File: src/rtl/mbf_pkg.sv
// Shared definitions for the maintenance bit change filter.
package mbf_pkg;
    localparam int unsigned EOC_W_DEF   = 3;
    localparam int unsigned SPARE_N_DEF = 2;
    localparam int unsigned PERSIST_DEF = 3;

    // Per-channel operating mode.
    typedef struct packed {
        logic transparent; // pass every frame through
        logic gate_en;     // hold confirmed values for a good CRC verdict
    } chan_mode_t;
endpackage

File: src/rtl/mbf_persist.sv
// Persistence counter: tracks the candidate value and how many consecutive
// frame strobes carried it. Pulses `hit` on the strobe that completes the
// PERSIST-th identical copy. Assumes PERSIST >= 2 and single-cycle strobes.
module mbf_persist #(
    parameter int unsigned W       = 1,
    parameter int unsigned PERSIST = 3
) (
    input  logic         clk,
    input  logic         rst_n,
    input  logic         clr,
    input  logic         restart,
    input  logic         stb,
    input  logic [W-1:0] din,
    output logic         hit
);
    localparam int unsigned CW = $clog2(PERSIST + 1);

    logic [W-1:0]  cand;
    logic [CW-1:0] cnt;

    // Candidate and run-length update.
    always_ff @(posedge clk) begin
        if (!rst_n) begin
            cand <= '0;
            cnt  <= '0;
        end else if (clr || restart) begin
            cnt <= '0;
        end else if (stb) begin
            if (din != cand) begin
                cand <= din;
                cnt  <= CW'(1);
            end else if (cnt < CW'(PERSIST)) begin
                cnt <= cnt + CW'(1);
            end
        end
    end

    // Completion of the run on this strobe.
    always_comb begin
        hit = stb && !clr && !restart && (din == cand) && (cnt == CW'(PERSIST - 1));
    end
endmodule

File: src/rtl/mbf_report.sv
// Report stage of one channel: compares confirmed values with the last
// reported one, optionally holds them for a CRC verdict, applies the
// transparent bypass and the sync gate, and registers the report strobe.
module mbf_report
    import mbf_pkg::*;
#(
    parameter int unsigned W = 1
) (
    input  logic         clk,
    input  logic         rst_n,
    input  logic         sync,
    input  logic         stb,
    input  logic [W-1:0] din,
    input  logic         hit,
    input  chan_mode_t   mode,
    input  logic         gate_stb,
    input  logic         gate_ok,
    output logic         restart,
    output logic         rpt_vld,
    output logic [W-1:0] rpt_val
);
    logic [W-1:0] last;
    logic [W-1:0] pend;
    logic         pending;
    logic         gated;
    logic         gate_fire;
    logic         nxt_vld;
    logic [W-1:0] nxt_val;

    // Decode the verdict strobe and choose the next report.
    always_comb begin
        gated     = mode.gate_en && !mode.transparent;
        gate_fire = gated && sync && gate_stb;
        restart   = gate_fire && !gate_ok;
        nxt_vld   = 1'b0;
        nxt_val   = din;
        if (mode.transparent) begin
            nxt_vld = stb && sync;
        end else if (gated) begin
            nxt_vld = gate_fire && gate_ok && pending;
            nxt_val = pend;
        end else begin
            nxt_vld = hit && (din != last);
        end
    end

    // Registered report and last reported value.
    always_ff @(posedge clk) begin
        if (!rst_n) begin
            rpt_vld <= 1'b0;
            rpt_val <= '0;
            last    <= '0;
        end else begin
            rpt_vld <= nxt_vld;
            if (nxt_vld) begin
                rpt_val <= nxt_val;
                last    <= nxt_val;
            end
        end
    end

    // Pending confirmed change waiting for a CRC verdict.
    always_ff @(posedge clk) begin
        if (!rst_n) begin
            pending <= 1'b0;
            pend    <= '0;
        end else if (!sync || !gated) begin
            pending <= 1'b0;
        end else begin
            if (gate_fire) begin
                pending <= 1'b0;
            end
            if (hit) begin
                pending <= (din != last);
                pend    <= din;
            end
        end
    end
endmodule

File: src/rtl/maint_bit_filter.sv
// Maintenance bit change filter: one persistence/report pair per overhead
// field (operations message, M4, each spare bit). Assumes frame_vld and
// crc_vld are single-cycle strobes in the clk domain.
module maint_bit_filter
    import mbf_pkg::*;
#(
    parameter int unsigned EOC_W   = EOC_W_DEF,
    parameter int unsigned SPARE_N = SPARE_N_DEF,
    parameter int unsigned PERSIST = PERSIST_DEF
) (
    input  logic               clk,
    input  logic               rst_n,
    input  logic               rx_sync,
    input  logic               frame_vld,
    input  logic [EOC_W-1:0]   eoc_bits,
    input  logic               m4_bit,
    input  logic [SPARE_N-1:0] spare_bits,
    input  logic               crc_vld,
    input  logic               crc_ok,
    input  logic               eoc_transparent,
    input  logic               m4_transparent,
    input  logic               m4_use_crc,
    output logic               eoc_rpt_vld,
    output logic [EOC_W-1:0]   eoc_rpt,
    output logic               m4_rpt_vld,
    output logic               m4_rpt,
    output logic [SPARE_N-1:0] spare_rpt_vld,
    output logic [SPARE_N-1:0] spare_rpt
);
    chan_mode_t eoc_mode, m4_mode, spare_mode;
    logic       eoc_hit, eoc_restart;
    logic       m4_hit, m4_restart;
    logic       unsync;

    // Mode mapping per channel.
    always_comb begin
        unsync     = !rx_sync;
        eoc_mode   = '{transparent: eoc_transparent, gate_en: 1'b0};
        m4_mode    = '{transparent: m4_transparent,  gate_en: m4_use_crc};
        spare_mode = '{transparent: 1'b0,            gate_en: 1'b0};
    end

    mbf_persist #(.W(EOC_W), .PERSIST(PERSIST)) u_eoc_pers (
        .clk(clk), .rst_n(rst_n), .clr(unsync), .restart(eoc_restart),
        .stb(frame_vld), .din(eoc_bits), .hit(eoc_hit)
    );

    mbf_report #(.W(EOC_W)) u_eoc_rpt (
        .clk(clk), .rst_n(rst_n), .sync(rx_sync), .stb(frame_vld),
        .din(eoc_bits), .hit(eoc_hit), .mode(eoc_mode),
        .gate_stb(1'b0), .gate_ok(1'b0), .restart(eoc_restart),
        .rpt_vld(eoc_rpt_vld), .rpt_val(eoc_rpt)
    );

    mbf_persist #(.W(1), .PERSIST(PERSIST)) u_m4_pers (
        .clk(clk), .rst_n(rst_n), .clr(unsync), .restart(m4_restart),
        .stb(frame_vld), .din(m4_bit), .hit(m4_hit)
    );

    mbf_report #(.W(1)) u_m4_rpt (
        .clk(clk), .rst_n(rst_n), .sync(rx_sync), .stb(frame_vld),
        .din(m4_bit), .hit(m4_hit), .mode(m4_mode),
        .gate_stb(crc_vld), .gate_ok(crc_ok), .restart(m4_restart),
        .rpt_vld(m4_rpt_vld), .rpt_val(m4_rpt)
    );

    // One independent filter per spare bit.
    for (genvar i = 0; i < SPARE_N; i++) begin : g_spare
        logic hit_i, restart_i;

        mbf_persist #(.W(1), .PERSIST(PERSIST)) u_pers (
            .clk(clk), .rst_n(rst_n), .clr(unsync), .restart(restart_i),
            .stb(frame_vld), .din(spare_bits[i]), .hit(hit_i)
        );

        mbf_report #(.W(1)) u_rpt (
            .clk(clk), .rst_n(rst_n), .sync(rx_sync), .stb(frame_vld),
            .din(spare_bits[i]), .hit(hit_i), .mode(spare_mode),
            .gate_stb(1'b0), .gate_ok(1'b0), .restart(restart_i),
            .rpt_vld(spare_rpt_vld[i]), .rpt_val(spare_rpt[i])
        );
    end
endmodule

File: config.mk
export PLATFORM = sky130hd
export DESIGN_NAME = maint_bit_filter
export DESIGN_NICKNAME = d
export VERILOG_FILES = /design/src/rtl/mbf_pkg.sv /design/src/rtl/mbf_persist.sv /design/src/rtl/mbf_report.sv /design/src/rtl/maint_bit_filter.sv
export SDC_FILE = /design/constraint.sdc
export NUM_CORES = 1
export LEC_CHECK = 0
export CAP_MARGIN = 20
export CORE_UTILIZATION = 29
export DETAILED_ROUTE_END_ITERATION = 16
export GPL_TIMING_DRIVEN = 0
export SLEW_MARGIN = 20
export SYNTH_ARGS = -nofsm -noshare
export SYNTH_HDL_FRONTEND = slang
export SYNTH_SLANG_ARGS = --single-unit
File: constraint.sdc
create_clock -name clk -period 3.72 [get_ports clk]
set_input_delay 1.116 -clock clk [delete_from_list [all_inputs] [get_ports clk]]
set_output_delay 1.116 -clock clk [all_outputs]
set_load 0.1 [all_outputs]
* Word level (Yosys, flattened, before mapping)
Cells that the tools add are included.
W data, S select, Z words.
** Word-level totals
- Input bits :: 15
- Register bits :: 26
** Operators by class
- Reduce and logical (&&, ||, !) cells :: 44
- Mux-type cells :: 15
- Bitwise logic cells :: 3
- Equal/unequal tests :: 16
- $add $sub $neg :: 4
- Order comparisons :: 4
** Operator list (count)
- $logic_and A1 B1 Y1 :: 20
- $mux W2 :: 8
- $reduce_and A2 Y1 :: 6
- $reduce_and A3 Y1 :: 4
- $reduce_bool A2 Y1 :: 5
- $add A2 B1 Y2 const B :: 4
- $eq A2 B2 Y1 const B :: 4
- $lt A2 B2 Y1 const B :: 4
- $mux W1 :: 7
- $ne A1 B1 Y1 :: 6
- $ne A3 B3 Y1 :: 2
- $logic_not A1 Y1 :: 5
- $reduce_or A2 Y1 :: 2
- $eq A1 B1 Y1 :: 3
- $eq A3 B3 Y1 :: 1
- $not A1 Y1 :: 3
- $logic_or A1 B1 Y1 :: 2

* Logic depth before layout (Yosys ltp)
- Depth in word-level cells :: 12
- Mapped depth :: 6

* Modules after synthesis
Synthesis repeated with hierarchy kept, for this count alone.
** Second synthesis, totals
- Cells, all modules :: 223
- Area total of the unflattened synthesis :: 2100.8 µm²
** Modules (own cells, without submodules)
- mbf_report at g_spare[0].u_rpt ... :: cells each 25, times used 3, area an instance 236.5 µm²
- mbf_persist at g_spare[0].u_pers ... :: cells each 23, times used 3, area an instance 201.4 µm²
- mbf_report at u_eoc_rpt :: cells each 44, times used 1, area an instance 424.2 µm²
- mbf_persist at u_eoc_pers :: cells each 33, times used 1, area an instance 355.3 µm²
- maint_bit_filter :: cells each 2, times used 1, area an instance 7.5 µm²

* Worst setup path before layout
No wires, ideal clock.
- Kind :: input to register
- Start point :: input port m4_bit
- End point :: register u_m4_rpt.rpt_val
- Stages :: 4
- Required time :: 3.598 ns
- Setup time :: 0.122 ns
- Path slack :: 1.444 ns
- Path buffers :: 0
- Arrival time :: 2.154 ns
- Cell sequence :: or3b_4 a2111oi_4 o221ai_1 o311a_1
** Between the ends
- Longest elaborated chain between the ends :: 6
** Ends and longest elaborated chain
- start: declaration :: RTL line maint_bit_filter.sv:16 : input logic m4_bit,
- $eq A1 B1 Y1 :: RTL line mbf_persist.sv:40 : hit = stb && !clr && !restart && (din == cand) && (cnt == CW'(PERSIST - 1));
- $logic_and A1 B1 Y1 (2 in a row) :: RTL line mbf_persist.sv:40
- $logic_and A1 B1 Y1 :: RTL line mbf_report.sv:43 : nxt_vld = hit && (din != last);
- $mux W1 :: RTL line mbf_report.sv:39 : end else if (gated) begin
- $mux W1 :: RTL line mbf_report.sv:37 : if (mode.transparent) begin
- end signal: assignment :: RTL line mbf_report.sv:56 : rpt_val <= nxt_val;
- end: declaration :: RTL line mbf_report.sv:20 : output logic [W-1:0] rpt_val
Several ways; a longest one is shown, not always the timed one.
A chain may end at the register's enable or synchronous reset.

* Worst setup path after layout
- Start point :: register g_spare[1].u_rpt.rpt_val
- End point :: output port spare_rpt[1]
** RTL lines
- start: declaration :: RTL line mbf_report.sv:20
- start signal: assignment :: RTL line mbf_report.sv:56
- end: declaration :: RTL line maint_bit_filter.sv:28 : output logic [SPARE_N-1:0] spare_rpt
No word-level cell between the ends.

==> PnR_summary.wiki <==
{| class="wikitable"
! Metric !! Value
|-
| Global-route usage over all layers || 0.1170
|-
| Startpoint of the worst-slack reg-to-reg timing path || u_m4_rpt.rpt_val$_SDFFE_PN0P_
|-
| Port Buffers || 24
|-
| Per-cell routed wire length || between 10 and 15 um
|-
| Vias in the first global route || 1052
|-
| Pin count of the biggest net entering global routing || 16
|-
| # DRC || 0
|-
| Number of buffers added for setup after CTS || 0
|-
| CTS H-tree depth || 1
|-
| Gr busiest metal || met2
|-
| Result of the run || finished, final reports clean
|-
| Synth Cell Area || 1406 um^2
|-
| Synthesized area per cell || 8.224 um^2
|-
| Synth top cells by count || sky130_fd_sc_hd__nand2_1, sky130_fd_sc_hd__dfxtp_1, sky130_fd_sc_hd__a21oi_1
|-
| FF-to-FF End || u_m4_rpt.rpt_val$_SDFFE_PN0P_
|-
| Cell types occupying the most area after synthesis || sky130_fd_sc_hd__dfxtp_1, sky130_fd_sc_hd__nand2_1, sky130_fd_sc_hd__ha_1
|-
| Remaining antenna violation count || 0
|-
| Clock sinks || 26
|-
| Met2 global-route usage || 0.1866
|-
| Initial core utilization || 0.3122
|-
| Via density per instance || 4.749
|-
| CTS buffer count || 3
|-
| Count of pins on the block boundary || 25
|-
| Power share of the clock group || 0.382
|-
| Power Internal || 467.7 uW
|-
| Crit-path max FO || 5
|-
| Critical Path AT || between 1500 and 2000 ps
|-
| Vias after detailed routing || 1192
|-
| Area growth from synthesis to layout || 26.78%
|-
| Worst Reg-to-Reg Cells || 4
|-
| Final Cycle Share || 0.8166
|-
| Clock tree root driver cell || sky130_fd_sc_hd__clkbuf_8
|-
| Post-synthesis cell type count || 35
|-
| Sort of element at the end of the critical path || output port
|-
| Core Box Area || roughly 4500 um^2
|-
| Sequential-to-total area share from yosys stat || 0.3701
|-
| Area share of the leading cell type in the synthesized netlist || 0.3701
|-
| Worst-Margin Slew || 964.1 ps
|-
| Die footprint || 5132 um^2
|-
| Setup violators final || 0
|-
| Top_reg_cell synth || sky130_fd_sc_hd__dfxtp_1
|-
| P_leak || 0.0007044 uW
|-
| Number of antenna violations at the first check in global routing || 0
|-
| Die extent in x || a little over 70 um
|-
| Wire length of the first global-routing pass || 4754 um
|-
| Part of the power in combinational logic || 0.151
|-
| Count of flip-flops with a built-in enable after synthesis || 0
|-
| Initial DRT Pass Iterations || 4
|-
| Critical Path RT || 2600 ps
|-
| Max-slew violation count || 0
|-
| Worst hold path class || flip-flop to flip-flop
|-
| Number of cells upsized or downsized after cts || 0
|-
| Origin of the worst setup path || g_spare[1].u_rpt.rpt_val$_SDFFE_PN0P_
|-
| Number of nets produced by synthesis || roughly 190
|-
| Maximum resistive drop on vdd || 0.0002786 V
|-
| Met1 layer usage reported by global route || 0.1585
|-
| Die span in y || 71.64 um
|-
| Quantity of hold-fixing buffers added after cts || 0
|-
| Proportion of layout cells with a drive suffix above 1 || 0.06533
|-
| Met3 global-route usage || 0.03516
|-
| Number of endpoints with negative hold slack in the final report || 0
|-
| Fraction of power spent switching nets || 0.2530
|-
| Biggest area consumer among synthesized cells || sky130_fd_sc_hd__dfxtp_1
|-
| Max Buffers Root-to-Sink || 2
|-
| Nets || 223
|-
| Clock-pin slew of the registers on the worst-case setup and hold paths || 100 ps
|-
| Power per cell area || roughly 350 nW/um^2
|-
| Most instantiated library cell after synthesis || sky130_fd_sc_hd__nand2_1
|-
| Switching power of the nets || between 150 and 200 uW
|-
| Number of standard cells after synthesis || 171
|-
| Worst Setup EP || spare_rpt[1]
|-
| Overall overflow remaining after global route || 0
|-
| Maxcap violations || 0
|-
| Part of the total power dissipated in sequential elements || 0.468
|-
| Maximum clock frequency || around 330 MHz
|-
| Warning count from the yosys run || 0
|-
| Setup repair after global routing missed its margin || false
|-
| Critical path startpoint category || flip-flop
|-
| Count of state elements after synthesis || 26
|-
| # rows || 24
|-
| Async S/R FF share, synth || 0
|-
| Total negative slack || 0 ps
|-
| Detailed Route Iter0 Violations || 35
|-
| Latest clock arrival within the worst-skew pair || 270 ps
|-
| Clock Skews || ~4.8 ps
|-
| Half-perimeter wire length after placement || 2093 um
|-
| End-of-flow core utilization || 0.3958
|-
| Final Critical Period || 3038 ps
|-
| Final wirelength || 2835 um
|-
| Min Hold Slack || 472.8 ps
|-
| Clock tree from TritonCTS || built
|-
| Number of antenna diodes || 0
|-
| Worst reg-to-reg setup slack || 2070 ps
|-
| Gp weighted congestion || approximately 0.72
|-
| Startpoint-to-endpoint class of the critical path || flip-flop to output port
|-
| Normalized max-slew margin || 0.3553
|}
per-stage QoR:
step                      cells  power, uW  area [um^2]  worst slack [ps]
after floorplan             171      357.1         1406              1444
after global placement      247      393.6         1712             693.8
after global routing        251      657.0         1783             626.6
after CTS                   251      635.7         1783             672.4
final                       251      626.1         1783             682.3
after detailed placement    247      394.0         1712             688.9
registers in the layout, indices dropped and copies added, names as in the netlist:
signal and flops:
g_spare.u_rpt.rpt_vld 2, u_m4_rpt.rpt_val 1, u_m4_rpt.pending 1, g_spare.u_pers.cand 2, u_eoc_pers.cnt 2, u_m4_rpt.pend 1
u_m4_pers.cnt 2, u_m4_rpt.rpt_vld 1, g_spare.u_rpt.rpt_val 2, u_eoc_rpt.rpt_val 3, u_eoc_pers.cand 3, u_eoc_rpt.rpt_vld 1
g_spare.u_pers.cnt 4, u_m4_pers.cand 1
layer usage:
metal | wire (um) | vias to the layer above | share of wire
li1 | - | 637 | -
met1 | 1481 | 529 | 0.52
met2 | 1219 | 24 | 0.43
met3 | 116 | 2 | 0.041
met4 | 17 | 0 | 0.0060
met5 | 0 | - | 0
cells by family after synthesis:
kind of cell	synth area share
buf+inv	0.07029
fa+ha+maj	0.07118
flops	0.3701
compound gates	0.1806
mux	0.02135
xor+xnor	0.06227
simple gates	0.2242
how the worst min path moves through the flow:
stage	startpoint	to	slack (ps)	cells after the start
after floorplan	u_eoc_pers.cand[0]$_SDFFE_PN0P_	u_eoc_pers.cand[0]$_SDFFE_PN0P_	450	2
after global placement	u_eoc_pers.cand[2]$_SDFFE_PN0P_	u_eoc_pers.cand[2]$_SDFFE_PN0P_	460	2
after detailed placement	u_eoc_pers.cand[2]$_SDFFE_PN0P_	u_eoc_pers.cand[2]$_SDFFE_PN0P_	460	2
after CTS	u_eoc_pers.cand[2]$_SDFFE_PN0P_	u_eoc_pers.cand[2]$_SDFFE_PN0P_	470	2
after global routing	u_eoc_pers.cand[0]$_SDFFE_PN0P_	u_eoc_pers.cand[0]$_SDFFE_PN0P_	490	2
final	u_eoc_pers.cand[0]$_SDFFE_PN0P_	u_eoc_pers.cand[0]$_SDFFE_PN0P_	470	2
power groups by stage:
stage	registers [uW]	clock network, uW	logic, uW
after floorplan	314	0	42.7
after global placement	299	0	94.6
after detailed placement	299	0	94.9
after CTS	293	248	95.2
after global routing	294	259	104
final	293	239	94.3
worst max-delay path, cell delays in order (launching register included):
cell	delay, ps
sky130_fd_sc_hd__dfxtp_1	400
sky130_fd_sc_hd__buf_4	130
sky130_fd_sc_hd__clkdlybuf4s50_1	1110
cells in the final DEF (no fill, tap or decap), drive strengths merged:
cell / instances
nand2: 27
dfxtp: 26
clkdlybuf4s50: 24
a21oi: 15
inv: 13
nor2: 12
ha: 8
o21ai: 7
nand3: 6
xor2: 6
buf: 6
nor3: 5
clkbuf: 5
xnor2: 4
nand2b: 3
mux2i: 3
a21o: 3
a22oi: 3
and2: 2
a211oi: 2
and3: 2
nand3b: 2
or3: 2
a41oi: 1
o31ai: 1
nor3b: 1
nand4bb: 1
a21boi: 1
nand4: 1
nor2b: 1
or3b: 1
a2111oi: 1
o2bb2ai: 1
o221ai: 1
o311a: 1
bufinv: 1
final cells by class:
class / instances / area, um^2
Buffer: 8 / 50.05
Clock buffer: 3 / 41.29
Clock inverter: 1 / 30.03
Timing Repair Buffer: 24 / 240.2
Multi-Input combinational cell: 124 / 787.0
Fill cell: 483 / 2721
Sequential cell: 26 / 520.5
Tap cell: 52 / 65.06
Inverter: 13 / 48.80
No activity file was read; power rests on OpenSTA's default activity.
